## config.mk

```make
export PLATFORM = sky130hd
export DESIGN_NAME = hd_line_crc_check
export DESIGN_NICKNAME = d
export VERILOG_FILES = /design/src/rtl/hd_crc_pkg.sv /design/src/rtl/hd_crc_core.sv /design/src/rtl/hd_crc_chan.sv /design/src/rtl/hd_line_crc_check.sv
export SDC_FILE = /design/constraint.sdc
export NUM_CORES = 1
export LEC_CHECK = 0
export ABC_AREA = 0
export BUFFER_PORTS_ARGS = -buffer_cell sky130_fd_sc_hd__buf_2
export CORE_ASPECT_RATIO = 0.6
export CORE_MARGIN = 2
export CORE_UTILIZATION = 35
export CTS_BUF_LIST = sky130_fd_sc_hd__clkbuf_2
export DETAILED_ROUTE_END_ITERATION = 8
export HOLD_SLACK_MARGIN = 0.03
export SYNTH_ARGS = -nofsm -noshare
export SYNTH_HDL_FRONTEND = slang
export SYNTH_SLANG_ARGS = --single-unit
```

## constraint.sdc

```tcl
create_clock -name clk -period 1.7 [get_ports clk]
set_clock_uncertainty 0.15 [all_clocks]
set_input_delay 0.255 -clock clk [delete_from_list [all_inputs] [get_ports clk]]
set_output_delay 0.255 -clock clk [all_outputs]
set_load 0.05 [all_outputs]
```

## src/rtl/hd_crc_pkg.sv

```systemverilog
package hd_crc_pkg;
  localparam int HD_CRC_W = 18;
  localparam int HD_CH_W  = 10;
  localparam logic [HD_CRC_W-1:0] HD_POLY = 18'h00031;

  typedef enum logic [1:0] {
    LS_IDLE  = 2'd0,
    LS_COVER = 2'd1,
    LS_GOTLO = 2'd2
  } line_state_e;
endpackage

```

## src/rtl/hd_crc_core.sv

```systemverilog
module hd_crc_core #(
  parameter int CRC_W  = 18,
  parameter int DATA_W = 10,
  parameter logic [CRC_W-1:0] POLY = 'h31
) (
  input  logic              clk,
  input  logic              rst,
  input  logic              clr_i,
  input  logic              en_i,
  input  logic [DATA_W-1:0] data_i,
  output logic [CRC_W-1:0]  crc_o
);
  function automatic logic [CRC_W-1:0] rev_bits(input logic [CRC_W-1:0] v);
    logic [CRC_W-1:0] r;
    for (int i = 0; i < CRC_W; i++) r[i] = v[CRC_W-1-i];
    return r;
  endfunction

  localparam logic [CRC_W-1:0] RPOLY = rev_bits(POLY);

  logic [CRC_W-1:0] crc_q, crc_nxt;

  always_comb begin
    logic fb;
    crc_nxt = crc_q;
    for (int i = 0; i < DATA_W; i++) begin
      fb      = crc_nxt[0] ^ data_i[i];
      crc_nxt = (crc_nxt >> 1) ^ (fb ? RPOLY : '0);
    end
  end

  always_ff @(posedge clk) begin
    if (rst || clr_i) crc_q <= '0;
    else if (en_i)    crc_q <= crc_nxt;
  end

  assign crc_o = crc_q;


  clear_zero_chk: assert property (@(posedge clk) disable iff (rst)
    clr_i |=> (crc_o == '0));


  accumulate_idle_chk: assert property (@(posedge clk) disable iff (rst)
    !(clr_i || en_i) |=> $stable(crc_o));
endmodule

```

## src/rtl/hd_crc_chan.sv

```systemverilog
module hd_crc_chan #(
  parameter int CRC_W  = 18,
  parameter int DATA_W = 10,
  parameter logic [CRC_W-1:0] POLY = 'h31
) (
  input  logic              clk,
  input  logic              rst,
  input  logic              clr_i,
  input  logic              acc_i,
  input  logic              cap_lo_i,
  input  logic              cmp_i,
  input  logic [DATA_W-1:0] data_i,
  output logic              err_o
);
  localparam int HALF_W = CRC_W / 2;

  logic [CRC_W-1:0]  crc;
  logic [HALF_W-1:0] lo_q;
  logic              err_q;

  hd_crc_core #(.CRC_W(CRC_W), .DATA_W(DATA_W), .POLY(POLY)) u_core (
    .clk    (clk),
    .rst    (rst),
    .clr_i  (clr_i),
    .en_i   (acc_i),
    .data_i (data_i),
    .crc_o  (crc)
  );

  always_ff @(posedge clk) begin
    if (rst) begin
      lo_q  <= '0;
      err_q <= 1'b0;
    end else begin
      if (cap_lo_i) lo_q  <= data_i[HALF_W-1:0];
      if (cmp_i)    err_q <= ({data_i[HALF_W-1:0], lo_q} != crc);
    end
  end

  assign err_o = err_q;


  err_only_on_cmp_chk: assert property (@(posedge clk) disable iff (rst)
    !cmp_i |=> $stable(err_o));
endmodule

```

## src/rtl/hd_line_crc_check.sv

```systemverilog
module hd_line_crc_check
  import hd_crc_pkg::*;
#(
  parameter int CRC_W = HD_CRC_W,
  parameter int CH_W  = HD_CH_W,
  parameter logic [CRC_W-1:0] POLY = HD_POLY
) (
  input  logic                 clk,
  input  logic                 rst,
  input  logic [2*CH_W-1:0]    word_i,
  input  logic                 valid_i,
  input  logic                 sav_i,
  input  logic                 crc_i,
  output logic                 err_y_o,
  output logic                 err_c_o,
  output logic                 done_o
);
  localparam int NCH = 2;

  line_state_e st_q;
  logic        done_q;
  logic        clr, acc, cap_lo, cmp;
  logic [NCH-1:0] err;

  always_comb begin
    clr    = valid_i && sav_i;
    acc    = valid_i && !sav_i && !crc_i && (st_q == LS_COVER);
    cap_lo = valid_i && !sav_i &&  crc_i && (st_q == LS_COVER);
    cmp    = valid_i && !sav_i &&  crc_i && (st_q == LS_GOTLO);
  end

  always_ff @(posedge clk) begin
    if (rst) begin
      st_q   <= LS_IDLE;
      done_q <= 1'b0;
    end else begin
      done_q <= cmp;
      if (clr)         st_q <= LS_COVER;
      else if (cap_lo) st_q <= LS_GOTLO;
      else if (cmp)    st_q <= LS_IDLE;
    end
  end

  for (genvar g = 0; g < NCH; g++) begin : g_ch
    hd_crc_chan #(.CRC_W(CRC_W), .DATA_W(CH_W), .POLY(POLY)) u_chan (
      .clk      (clk),
      .rst      (rst),
      .clr_i    (clr),
      .acc_i    (acc),
      .cap_lo_i (cap_lo),
      .cmp_i    (cmp),
      .data_i   (word_i[g*CH_W +: CH_W]),
      .err_o    (err[g])
    );
  end

  assign err_c_o = err[0];
  assign err_y_o = err[1];
  assign done_o  = done_q;


  done_pulse_chk: assert property (@(posedge clk) disable iff (rst)
    done_o |=> !done_o);


  done_cause_chk: assert property (@(posedge clk) disable iff (rst)
    done_o |-> $past(valid_i && crc_i && !sav_i));


  flag_hold_chk: assert property (@(posedge clk) disable iff (rst)
    !done_o |-> ($stable(err_y_o) && $stable(err_c_o)));


  no_done_idle_chk: assert property (@(posedge clk) disable iff (rst)
    (st_q == LS_IDLE) |=> !done_o);
endmodule

```

==> results of run 1 <==
## state kept, by name, summed over array words and instances (netlist names)
signal and cells:
g_ch.u_chan.u_core.crc_o 36, g_ch.u_chan.lo_q 18, g_ch.u_chan.err_o 2, st_q 2, done_o 1
## power by group
part | internal (uW) | leakage (uW) | total, uW | switching, uW
clock network | 481 | 0.0000770 | 1020 | 542
logic | 223 | 0.000712 | 438 | 215
registers | 1400 | 0.000476 | 1410 | 14.4
total | 2100 | 0.00126 | 2870 | 771
## cell families (layout without fill, tap and decap cells)
| kind of cell | after synthesis | after routing | synth area share, % |
|---|---|---|---|
| AOI/OAI and AO/OA | 59 | 59 | 12.2 |
| and+or+nand+nor | 107 | 107 | 16.0 |
| xor gates and xnor gates | 96 | 96 | 28.8 |
| buffers and inverters | 18 | 98 | 2.70 |
| DFF | 59 | 59 | 40.4 |
## final timing paths
check	from	endpoint	slack (ps)	cells after the start
setup / recovery	sav_i	g_ch[1].u_chan.err_o	10	5
hold / removal	g_ch[0].u_chan.err_o	g_ch[0].u_chan.err_o	330	2
setup reg to reg	st_q[0]	g_ch[1].u_chan.err_o	20	3
hold reg to reg	g_ch[0].u_chan.err_o	g_ch[0].u_chan.err_o	330	2
## metal layers
layer	routed length [um]	part of all wire [%]
met5	0	0
met4	74	0.92
met3	684	8.5
met2	3270	41
met1	3970	50
## final cells by class
| cell class | count | area, um^2 |
|---|---|---|
| timing repair buffer | 79 | 656 |
| sequential | 59 | 1180 |
| tap | 108 | 135 |
| clock inverter | 6 | 80.1 |
| fill | 782 | 4160 |
| clock buffer | 10 | 50.0 |
| inverter | 3 | 11.3 |
| multi-input combinational | 262 | 1710 |
## per-stage QoR
stage	hold slack (ps)	area (um^2)	power [uW]	cells
2_1_floorplan	241	2920	1670	339
3_3_place_gp	306	3370	1820	484
3_5_place_dp	310	3370	1820	484
4_1_cts	332	3750	2890	525
5_1_grt	354	3820	3010	527
6_report	330	3820	2870	527
## placed cells by master, fill, tap and decap left out, types with 3 or more instances in the layout
cell / n
a211oi_1: 19
a21oi_1: 28
buf_12: 4
buf_2: 27
buf_4: 22
clkbuf_2: 10
dfxtp_1: 59
dlygate4sd3_1: 25
nand2_1: 55
nand3_1: 8
nand4_1: 8
nor2_1: 24
nor3_1: 3
o21ai_0: 8
xnor2_1: 80
xor2_1: 15
## worst max-delay path: stages
cell and delay, ps:
dlygate4sd3_1 540, buf_2 160, or4_4 570, nor4_1 310, a221oi_1 110
## timing repair
| item | CTS | global route |
|---|---|---|
| hold buffers | 25 | 0 |
| endpoints found under the setup margin | 2 | 7 |
| setup buffers | 0 | 1 |
| hold endpoints to repair | 26 | 0 |
| resized for setup | 1 | 5 |
| gates cloned | 0 | 1 |
| pin swaps | 0 | 1 |
==> results.sh, run 1 <==
export IMPL_status="finished clean"
export IMPL_crit_path_start_kind="input pin"
export IMPL_ys_ff_latch=59
export IMPL_die_h_um=74.8
export IMPL_wl_mm=8.00
export IMPL_max_slew_margin_rel_pct=68.6
export IMPL_synthDistinctLibCells=25
export IMPL_drv_slew=0
export IMPL_num_rows=25
export IMPL_overflow=0
export IMPL_path_max_fanout=6
export IMPL_viasPerCell=4.85
export IMPL_synth_ff_type="dfxtp_1"
export IMPL_boundaryPins=28
export IMPL_die_x_um=122
export IMPL_yosys_warnings=0
export IMPL_synth_edff_count=0
export IMPL_worst_slack_ps=11.0
export IMPL_gr_usage_met2_pct=26.3
export IMPL_dieArea_um2=9120
export IMPL_crit_type="in -> reg"
export IMPL_clk_latency_ps=510
export IMPL_cts_made_buffers=9
export IMPL_syn2layout_area_growth_pct=30.7
export IMPL_endpoint_kind="register"
export IMPL_hold_viol=0
export IMPL_dr_total_vias=2556
export IMPL_seq_area_frac_synth_pct=40.4
export IMPL_drt_iter0_markers=172
export IMPL_critical_path_required_ps=1950
export IMPL_cts_tree="yes"
export IMPL_initial_utilization_pct=36.6
export IMPL_max_freq_mhz=592
export IMPL_gp_congestion=0.824
export IMPL_synthTopCellsByArea="dfxtp_1, xnor2_1, nand2_1"
export IMPL_avgSynthCellArea_um2=8.62
export IMPL_grt_util_met1_pct=27.3
export IMPL_dp_slack_ps=-58.4
export IMPL_cts_sinks=59
export IMPL_synth_common_cells="xnor2_1, dfxtp_1, nand2_1"
export IMPL_cts_path_max_buffers=2
export IMPL_synth_fp_nets=364
export IMPL_diodes=0
export IMPL_wl_per_cell_um=15.2
export IMPL_async_flop_share_pct=0
export IMPL_busiest_layer="met1"
export IMPL_period_share_pct=99.4
export IMPL_p_leak_uw=0.00126
export IMPL_drc=0
export IMPL_cts_root_buf="clkbuf_2"
export IMPL_grt_pass1_vias=2344
export IMPL_portBuffers=27
export IMPL_fin_util_pct=47.9
export IMPL_period_minus_slack_ps=1690
export IMPL_power_density_nw_per_um2=752
export IMPL_synth_most_common_cell="xnor2_1"
export IMPL_critical_path_arrival_ps=1940
export IMPL_yosysTopAreaCell="dfxtp_1"
export IMPL_use_met3_pct=5.76
export IMPL_irDropWorstVdd_uv=318
export IMPL_clkTransAtPathRegs_ps=170
export IMPL_synth_top_cell_area_share_pct=40.4
export IMPL_finalSetupTns_ps=0
export IMPL_grt_pass1_wl_mm=12.4
export IMPL_detail_route_antenna_nets=0
export IMPL_min_path_type="reg -> reg"
export IMPL_fp_coreArea_um2=7980
export IMPL_hpwl_mm=5.54
export IMPL_grt_max_degree=26
export IMPL_nNetsFinal=439
export IMPL_drive_above_1_share_pct=18.4
export IMPL_syn_inst=339
export IMPL_drv_cap=0
export IMPL_cts_max_level=3
export IMPL_worstMarginPinSlew_ps=467
export IMPL_setup_viol=0
export IMPL_grt_usage_pct=18.5
export IMPL_antenna_found_initial=0
export IMPL_netlist_area_um2=2920
export IMPL_first_pass_iters=5
Note: power is estimated with default switching activity, not from simulation.
==> run 2: changes to the inputs <==
--- a/config.mk
+++ b/config.mk
@@ -15,4 +15,5 @@
 export HOLD_SLACK_MARGIN = 0.03
 export SYNTH_ARGS = -nofsm -noshare
 export SYNTH_HDL_FRONTEND = slang
+export SYNTH_HIERARCHICAL = 1
 export SYNTH_SLANG_ARGS = --single-unit
==> run 2 against run 1 <==
Compared with the run above: the run now ends with setup timing left; synthesized cell count fell by 7.1%; combinational power is essentially flat; clock power is 33% lower; critical endpoint is now g_ch[1].u_chan/u_core/crc_o[7]; largest power group unchanged; highest routed layer unchanged.
==> results.sh, run 2 <==
export IMPL_dp_slack_ps=-103
export IMPL_worst_slack_ps=-25.3
export IMPL_dr_total_vias=2461
export IMPL_syn2layout_area_growth_pct=23.0
export IMPL_synth_compound_area_share_pct=7.59
export IMPL_r2r_start="st_q[1]"
export IMPL_crit_type="in -> reg"
export IMPL_violations="setup timing"
export IMPL_portBuffers=27
export IMPL_crit_path_start_kind="input pin"
export IMPL_yosys_warnings=6
export IMPL_detail_route_antenna_nets=0
export IMPL_cts_sinks=59
export IMPL_initial_utilization_pct=36.3
export IMPL_min_path_type="reg -> reg"
export IMPL_muxShareOfSynthArea_pct=8.37
export IMPL_async_flop_share_pct=0
export IMPL_hpwl_mm=5.86
export IMPL_setup_viol=6
export IMPL_max_slew_margin_rel_pct=69.1
export IMPL_overflow=0
export IMPL_die_h_um=79.7
export IMPL_synth_most_common_cell="dfxtp_1"
export IMPL_synth_common_cells="dfxtp_1, nor2_1, xnor2_1"
export IMPL_clkTransAtPathRegs_ps=170
export IMPL_grt_usage_pct=17.1
export IMPL_netlist_area_um2=3350
export IMPL_gp_congestion=0.880
export IMPL_synth_fp_nets=340
export IMPL_period_share_pct=101
export IMPL_finalSetupTns_ps=-88.0
export IMPL_holdWs_ps=375
export IMPL_max_freq_mhz=580
export IMPL_p_leak_uw=0.00152
export IMPL_cts_made_buffers=9
export IMPL_synth_top_family_by_area="XOR/XNOR gates"
export IMPL_wl_mm=8.14
export IMPL_dieArea_um2=10400
export IMPL_irDropWorstVdd_uv=251
export IMPL_drv_cap=0
export IMPL_clk_latency_ps=510
export IMPL_fillers=865
export IMPL_syn_inst=315
export IMPL_seq_area_frac_synth_pct=35.3
export IMPL_grt_pass1_vias=2456
export IMPL_period_minus_slack_ps=1730
export IMPL_endpoint_kind="register"
export IMPL_synth_top_cell_area_share_pct=35.3
export IMPL_layout_common_cells="dfxtp_1, nor2_1, xnor2_1"
export IMPL_cts_root_buf="clkbuf_2"
export IMPL_synthTopCellsByArea="dfxtp_1, xnor2_1, xnor3_1"
export IMPL_crit_end="g_ch[1].u_chan/u_core/crc_o[7]"
export IMPL_final_common_cell="dfxtp_1"
export IMPL_avgSynthCellArea_um2=10.6
export IMPL_worstMarginPinSlew_ps=460
export IMPL_synthAdderAreaFrac_pct=0
export IMPL_cts_max_level=3
export IMPL_synth_ff_type="dfxtp_1"
export IMPL_reg2reg_depth=7
export IMPL_rsz0062_at_grt="yes"
export IMPL_place_area_um2=3700
export IMPL_critical_path_arrival_ps=2030
export IMPL_grt_max_degree=19
export IMPL_drc=0
export IMPL_drive_above_1_share_pct=21.8
export IMPL_ys_ff_latch=59
export IMPL_drt_iter0_markers=123
export IMPL_wl_per_cell_um=15.8
export IMPL_status="complete, but fails checks"
export IMPL_hold_viol=0
export IMPL_diodes=0
export IMPL_grt_pass1_wl_mm=13.1
export IMPL_largest_register_ffs=36
export IMPL_antenna_found_initial=0
export IMPL_synth_xor_area_share_pct=30.7
export IMPL_critical_path_required_ps=2000
export IMPL_cts_path_max_buffers=2
export IMPL_final_area_um2=4120
export IMPL_path_max_fanout=7
export IMPL_synthDistinctLibCells=33
export IMPL_r2r_setup_slack_ps=0
export IMPL_viasPerCell=4.78
export IMPL_die_x_um=130
export IMPL_boundaryPins=28
export IMPL_yosysTopAreaCell="dfxtp_1"
export IMPL_first_pass_iters=4
export IMPL_synthSimpleGateAreaFrac_pct=15.2
export IMPL_cp_startpoint="sav_i"
export IMPL_fp_coreArea_um2=9220
export IMPL_cts_tree="yes"
export IMPL_drv_slew=0
export IMPL_power_density_nw_per_um2=615
export IMPL_fin_util_pct=44.6
export IMPL_num_rows=27
export IMPL_nNetsFinal=406
export IMPL_synth_edff_count=0
export IMPL_reg2reg_to="g_ch[1].u_chan/u_core/crc_o[7]"
[run 2: changes by cell type after synthesis, moves of 9 or more]
cell	change
nand3b_1	+15
mux2i_1	+28
xnor3_1	+14
nor2_1	+16
nand2_1	-48
a21oi_1	-17
xnor2_1	-41
a211oi_1	-9
[run 2: layout make-up]
type / count / area, um^2 / share of cell area [%]
clock buffer: 10 / 50.0 / 1.22
clock inverter: 5 / 21.3 / 0.517
multi-input combinational: 238 / 2130 / 51.7
sequential: 59 / 1180 / 28.7
tap: 130 / 163 / 3.95
timing repair buffer: 73 / 569 / 13.8
[run 2: worst min path at each step]
stage	start	end	slack (ps)	cells after the start
detailed placement	g_ch[0].u_chan/u_core/crc_o[15]	g_ch[0].u_chan/u_core/crc_o[15]	360	2
CTS	g_ch[0].u_chan/u_core/crc_o[15]	g_ch[0].u_chan/u_core/crc_o[15]	380	2
floorplan	rst	done_o	180	1
global placement	g_ch[0].u_chan/lo_q[3]	g_ch[0].u_chan/lo_q[3]	350	2
finish	g_ch[0].u_chan/u_core/crc_o[15]	g_ch[0].u_chan/u_core/crc_o[15]	370	2
global route	g_ch[1].u_chan/u_core/crc_o[14]	g_ch[1].u_chan/u_core/crc_o[14]	410	2
[run 2: what timing repair did]
item | CTS | global route
setup buffers | 5 | 0
gates resized for setup | 8 | 6
hold buffers | 26 | 0
endpoints found under the setup margin | 18 | 34
pin swaps | 2 | 4
hold endpoints to repair | 35 | 0
[run 2: worst max-delay path: stages]
cell and delay, ps:
dlygate4sd3_1 530, buf_2 170, nor4b_4 290, buf_4 180, nor3b_4 220, buf_6 150, nand2_2 50, o211ai_1 170
[run 2: routing by layer]
metal / share of wire, % / GRT usage [%] / vias to the layer above / routed length [um]
li1: - / - / 1231 / -
met1: 53 / 26.1 / 1151 / 4310
met2: 39 / 22.5 / 67 / 3150
met3: 6.9 / 5.09 / 12 / 559
met4: 1.5 / 5.81 / 0 / 122
met5: 0 / 0 / - / 0
[run 2: kinds of logic after synthesis]
family,Yosys count
mux,28
simple gates,91
xor+xnor,78
buf+inv,18
compound gates,41
flops,59
[run 2: power by group]
part           switching (uW)  leakage (uW)  total (uW)  internal [uW]
registers                13.5      0.000476        1410           1400
logic                     203      0.000994         438            236
clock network             509     0.0000541         681            172
[run 2: through the flow]
step	instances	total power [uW]
5_1_grt	515	2660
2_1_floorplan	315	1680
3_5_place_dp	470	1820
3_3_place_gp	470	1820
6_report	515	2530
4_1_cts	516	2560
